===== src/rtl/gate_tmo_pkg.sv =====
package gate_tmo_pkg;
  typedef enum logic {DIR_OFF = 1'b0, DIR_ON = 1'b1} sw_dir_e;
endpackage


===== src/rtl/gate_tmo_sync.sv =====
module gate_tmo_sync #(
  parameter int unsigned WIDTH  = 2,
  parameter int unsigned STAGES = 2
) (
  input  logic             clk_i,
  input  logic             rst_ni,
  input  logic [WIDTH-1:0] d_i,
  output logic [WIDTH-1:0] q_o
);
  logic [STAGES-1:0][WIDTH-1:0] ff_q;

  always_ff @(posedge clk_i or negedge rst_ni) begin
    if (!rst_ni) ff_q <= '0;
    else         ff_q <= {ff_q[STAGES-2:0], d_i};
  end

  assign q_o = ff_q[STAGES-1];
endmodule


===== src/rtl/gate_tmo_timer.sv =====
module gate_tmo_timer
  import gate_tmo_pkg::*;
#(
  parameter int unsigned CNT_W = 8
) (
  input  logic    clk_i,
  input  logic    rst_ni,
  input  logic    start_i,
  input  sw_dir_e dir_i,
  input  logic    abort_i,
  input  logic    hit_hi_i,
  input  logic    hit_lo_i,
  input  logic    tick_i,
  output logic    run_o,
  output logic    ovf_o
);
  localparam logic [CNT_W-1:0] CntMax = {CNT_W{1'b1}};

  logic [CNT_W-1:0] cnt_q;
  logic             run_q;
  sw_dir_e          dir_q;
  logic             stop;

  assign stop  = run_q && ((dir_q == DIR_ON) ? hit_hi_i : hit_lo_i);
  assign ovf_o = run_q && !stop && !start_i && !abort_i && tick_i && (cnt_q == CntMax);
  assign run_o = run_q;

  always_ff @(posedge clk_i or negedge rst_ni) begin
    if (!rst_ni) begin
      cnt_q <= '0;
      run_q <= 1'b0;
      dir_q <= DIR_OFF;
    end else if (start_i) begin
      cnt_q <= '0;
      run_q <= 1'b1;
      dir_q <= dir_i;
    end else if (abort_i) begin
      run_q <= 1'b0;
    end else if (run_q) begin
      if (stop) begin
        run_q <= 1'b0;
      end else if (tick_i) begin
        if (cnt_q == CntMax) run_q <= 1'b0; // saturate, no wrap
        else                 cnt_q <= cnt_q + 1'b1;
      end
    end
  end


  restart_clears_chk: assert property (@(posedge clk_i) disable iff (!rst_ni)
    start_i |=> (run_q && cnt_q == '0));


  ovf_saturates_chk: assert property (@(posedge clk_i) disable iff (!rst_ni)
    ovf_o |=> (!run_q && cnt_q == CntMax));


  count_monotonic_chk: assert property (@(posedge clk_i) disable iff (!rst_ni)
    (run_q && !start_i) |=> (cnt_q >= $past(cnt_q)));
endmodule


===== src/rtl/gate_tmo_mon.sv =====
module gate_tmo_mon
  import gate_tmo_pkg::*;
#(
  parameter int unsigned CNT_W       = 8,
  parameter int unsigned SYNC_STAGES = 2,
  parameter int unsigned MODE_W      = 3,
  parameter int unsigned SKIP_MODE_A = 5,
  parameter int unsigned SKIP_MODE_B = 6
) (
  input  logic              clk_i,
  input  logic              rst_ni,
  input  logic              pwm_i,
  input  logic              off_evt_i,
  input  logic              gate_hi_i,
  input  logic              gate_lo_i,
  input  logic [MODE_W-1:0] mode_i,
  input  logic              tick_i,
  input  logic              err_clr_i,
  output logic              err_o
);
  localparam logic [MODE_W-1:0] SkipA = MODE_W'(SKIP_MODE_A);
  localparam logic [MODE_W-1:0] SkipB = MODE_W'(SKIP_MODE_B);

  logic [1:0] cmp_sync;
  logic       pwm_q, pwm_rise, skip_on;
  logic       start, abort, ovf, run;
  sw_dir_e    dir;
  logic       err_q;

  gate_tmo_sync #(.WIDTH(2), .STAGES(SYNC_STAGES)) i_sync (
    .clk_i  (clk_i),
    .rst_ni (rst_ni),
    .d_i    ({gate_hi_i, gate_lo_i}),
    .q_o    (cmp_sync)
  );

  always_ff @(posedge clk_i or negedge rst_ni) begin
    if (!rst_ni) pwm_q <= 1'b0;
    else         pwm_q <= pwm_i;
  end

  assign pwm_rise = pwm_i && !pwm_q;
  assign skip_on  = (mode_i == SkipA) || (mode_i == SkipB);
  // turn-off strobe wins over a coincident turn-on
  assign start    = off_evt_i || (pwm_rise && !skip_on);
  assign dir      = off_evt_i ? DIR_OFF : DIR_ON;
  assign abort    = pwm_rise && skip_on && !off_evt_i;

  gate_tmo_timer #(.CNT_W(CNT_W)) i_timer (
    .clk_i    (clk_i),
    .rst_ni   (rst_ni),
    .start_i  (start),
    .dir_i    (dir),
    .abort_i  (abort),
    .hit_hi_i (cmp_sync[1]),
    .hit_lo_i (cmp_sync[0]),
    .tick_i   (tick_i),
    .run_o    (run),
    .ovf_o    (ovf)
  );

  always_ff @(posedge clk_i or negedge rst_ni) begin
    if (!rst_ni)        err_q <= 1'b0;
    else if (ovf)       err_q <= 1'b1;
    else if (err_clr_i) err_q <= 1'b0;
  end

  assign err_o = err_q;


  err_sticky_chk: assert property (@(posedge clk_i) disable iff (!rst_ni)
    (err_q && !err_clr_i) |=> err_q);


  clr_collide_chk: assert property (@(posedge clk_i) disable iff (!rst_ni)
    (ovf && err_clr_i) |=> err_q);


  skip_turn_on_chk: assert property (@(posedge clk_i) disable iff (!rst_ni)
    (pwm_rise && skip_on && !off_evt_i) |=> !run);


  no_spurious_err_chk: assert property (@(posedge clk_i) disable iff (!rst_ni)
    (!err_q && !ovf) |=> !err_q);
endmodule


===== config.mk =====
export PLATFORM = sky130hd
export DESIGN_NAME = gate_tmo_mon
export DESIGN_NICKNAME = d
export VERILOG_FILES = /design/src/rtl/gate_tmo_pkg.sv /design/src/rtl/gate_tmo_sync.sv /design/src/rtl/gate_tmo_timer.sv /design/src/rtl/gate_tmo_mon.sv
export SDC_FILE = /design/constraint.sdc
export NUM_CORES = 1
export LEC_CHECK = 0
export ABC_AREA = 1
export BUFFER_PORTS_ARGS = -buffer_cell sky130_fd_sc_hd__buf_2
export CAP_MARGIN = 30
export CORE_MARGIN = 2
export CORE_UTILIZATION = 35
export CTS_CLUSTER_DIAMETER = 30
export DETAILED_ROUTE_END_ITERATION = 6
export PLACE_DENSITY = 0.56
export SETUP_SLACK_MARGIN = 0.4
export SLEW_MARGIN = 5
export SYNTH_ARGS = -nofsm -noshare
export SYNTH_HDL_FRONTEND = slang
export SYNTH_SLANG_ARGS = --single-unit

===== constraint.sdc =====
create_clock -name clk_i -period 1.3 [get_ports clk_i]
set_clock_uncertainty 0.15 [all_clocks]
set_input_delay 0.13 -clock clk_i [delete_from_list [all_inputs] [get_ports clk_i]]
set_output_delay 0.13 -clock clk_i [all_outputs]
set_load 0.02 [all_outputs]

==> results.yml <==
run_status:
  status: "finished, violations left"
  violations: "negative setup slack"
clock_tree:
  clkSinkCount: 16
  clk_path_buf_depth: 2
  clock_latency_ns: 0.29
  tritoncts: "done"
  clk_pin_slew_ns: 0.10
  cts-buffers-inserted: 3
  cts_max_level: 1
  root_buffer: "clkbuf_4"
job:
  cap_violations: 0
grt:
  grt_pass1_wl_um: 3060
  track_usage_pct: 14.9
  grt_pass1_vias: 687
  grt_max_degree: 18
  antenna_found_initial: 0
  grt_overflow_total: 0
worst_hold_path:
  hold_class: "input port to flip-flop"
route:
  wl_per_cell_um: 11.4
  remaining_drc_errors: 0
  via_per_inst: 4.59
  ant_nets: 0
  drtIter0Drc: 10
  wirelength_um: 1890
  drt-pass1-iter-count: 4
  vias: 762
logic_synthesis:
  syn-cell-area_um2: 887
  syn_nets: 120
  netlist_instances: 108
  ys_warn_count: 0
  ys_seq_elements: 16
  synthDistinctLibCells: 19
  yosysSeqAreaShare_pct: 45.1
  syn_area_per_cell_um2: 8.21
timing:
  period_share_pct: 110
  maxSlewViolCount: 0
  hold_viol_final: 0
  fin_crit_ns: 1.43
  worst_slew_pin_slew_ns: 0.379
  slew_headroom_pct: 74.7
  rsz0062_at_grt: "yes"
  setup_slack_ns: -0.129
  whs_ns: 0.0838
  finalSetupViolCount: 10
  fmaxAchievable_mhz: 700
  tns_ns: -1.09
die:
  io_pins: 12
  start_util_pct: 36.5
  die_x_um: 54.3
  die_area_mm2: 0.00295
  row_count: 18
  coreArea_mm2: 0.00243
  dieHeight_um: 54.3
setup_path:
  criticalPathCategory: "flip-flop to flip-flop"
  cp_slowest_stage_delay_ns: 0.41
  worstPathMaxFanout: 8
  start_kind: "flip-flop"
  arrival_ns: 1.51
  required_ns: 1.38
  slowest_stage: "dfrtp_1"
  path_cells: "ha_2 -> nand3_2 -> inv_2 -> nand2_4 -> inv_4 -> nor2_4 -> nand3_1 -> nand2_1"
  end_kind: "flip-flop"
finish:
  final_cell_mix: "23 x nand2_1, 18 x nand3_1, 16 x dfrtp_1, 12 x inv_1"
  mostFrequentLayoutCell: "nand2_1"
  final_nets: 149
  areaGrowthSynthToFinish_pct: 29.3
  antennaDiodeCount: 0
  final_layout_size_suffix_gt1_share_pct: 30.9
power:
  vdd_ir_drop_max_v: 0.000405
  p_seq_share_pct: 52.4
  p_leak_nw: 0.595
  clockPowerShare_pct: 34.3
  combPwrFrac_pct: 13.3
  power_switching_mw: 0.258
  cellPowerDensity_mw_per_mm2: 865
  swShare_pct: 25.9
  internal-power_mw: 0.735
place:
  gp_congestion: 0.712
  dp_hpwl_um: 1310
  port_buffers: 11
==> registers in the layout, summed over array words and instances, names as in the netlist <==
name,cells
i_timer.dir_q,1
i_sync.ff_q,2
pwm_q,1
i_sync.q_o,2
err_o,1
i_timer.cnt_q,8
i_timer.run_o,1
==> cell type report <==
type | count | area (um2)
clock buffers | 4 | 36.3
inverters | 16 | 62.6
flip-flops and latches | 16 | 400
well taps | 30 | 37.5
multi-input cells | 75 | 429
repair buffers | 25 | 181
fillers | 247 | 1280
==> worst max-delay path, delay by kind of cell, from the launching register on <==
family	cells	cell delay, ns
buffers and inverters	2	0.09
and+or+nand+nor	5	0.53
DFF	1	0.41
adders and majority gates	1	0.20
==> synthesized netlist by cell type <==
cell type  instances  share of area (%)
nand3_4            1                2.0
a21oi_1            1               0.56
ha_1               1                1.4
inv_1             12                5.1
nor3_1             3                1.7
dfrtp_1           16                 45
buf_6              1                1.3
nor2_4             4                5.1
xor2_1             3                3.0
nand2_4            1                1.3
o21ai_0            1               0.56
inv_2              4                1.7
nor2_2             1               0.71
nand3_1           18                 10
nand2_2            3                2.1
nand3b_1           2                1.7
nand3_2            2                2.3
nor2_1            11                4.7
nand2_1           23                9.7
==> per-layer routing <==
metal  share of wire, %  GRT usage, %  vias up  wire length, um
li1                   -             -      394                -
met1                 45          18.0      354              847
met2                 50          24.9       12              947
met5                  0             0        -                0
met3                4.0          3.28        2               76
met4                1.1          7.50        0               20
==> metrics by stage <==
stage	setup WS (ns)	power, mW	instance area, um2	std cells	util [%]
floorplan	-0.0257	0.603	890	108	-
global placement	-0.0647	0.642	1020	154	41.8
detailed placement	-0.119	0.646	1020	154	41.8
CTS	-0.129	1.00	1140	166	46.9
global route	-0.241	1.04	1150	166	47.2
finish	-0.129	0.993	1150	166	47.2
==> final timing paths <==
kind | endpoint | startpoint | slack [ns] | cells past startpoint
setup / recovery | i_timer.cnt_q[1] | i_timer.cnt_q[1] | -0.13 | 8
hold / removal | i_timer.run_o | tick_i | 0.08 | 4
setup reg to reg | i_timer.cnt_q[1] | i_timer.cnt_q[1] | -0.13 | 8
hold reg to reg | i_sync.q_o[1] | i_sync.ff_q[1] | 0.21 | 0
max in group asynchronous | i_timer.dir_q | rst_ni | 0.59 | 2
min in group asynchronous | i_timer.cnt_q[6] | rst_ni | 0.14 | 2
==> timing repair <==
action                                  CTS  global route
endpoints found under the setup margin   12            12
pin swaps                                 0             1
gates resized for setup                   4             2
setup buffers                             2             0
endpoints found under the hold margin    21             0
hold buffers                              6             0
==> logic make-up after synthesis <==
logic type / Yosys count / synth area share, %
AND/OR/NAND/NOR: 69 / 41.3
XOR/XNOR: 3 / 2.96
buffers and inverters: 17 / 8.04
flip-flops: 16 / 45.1
AO/OA/AOI/OAI: 2 / 1.13
adder cells (fa/ha/maj): 1 / 1.41
==> power by group through the flow <==
| stage | clock network [mW] | logic [mW] | registers (mW) |
|---|---|---|---|
| after floorplan | 0 | 0.0735 | 0.530 |
| after global placement | 0 | 0.112 | 0.530 |
| after detailed placement | 0 | 0.116 | 0.530 |
| after CTS | 0.353 | 0.131 | 0.521 |
| after global routing | 0.377 | 0.145 | 0.522 |
| final | 0.341 | 0.132 | 0.520 |
No activity file was read; power rests on OpenSTA's default activity.
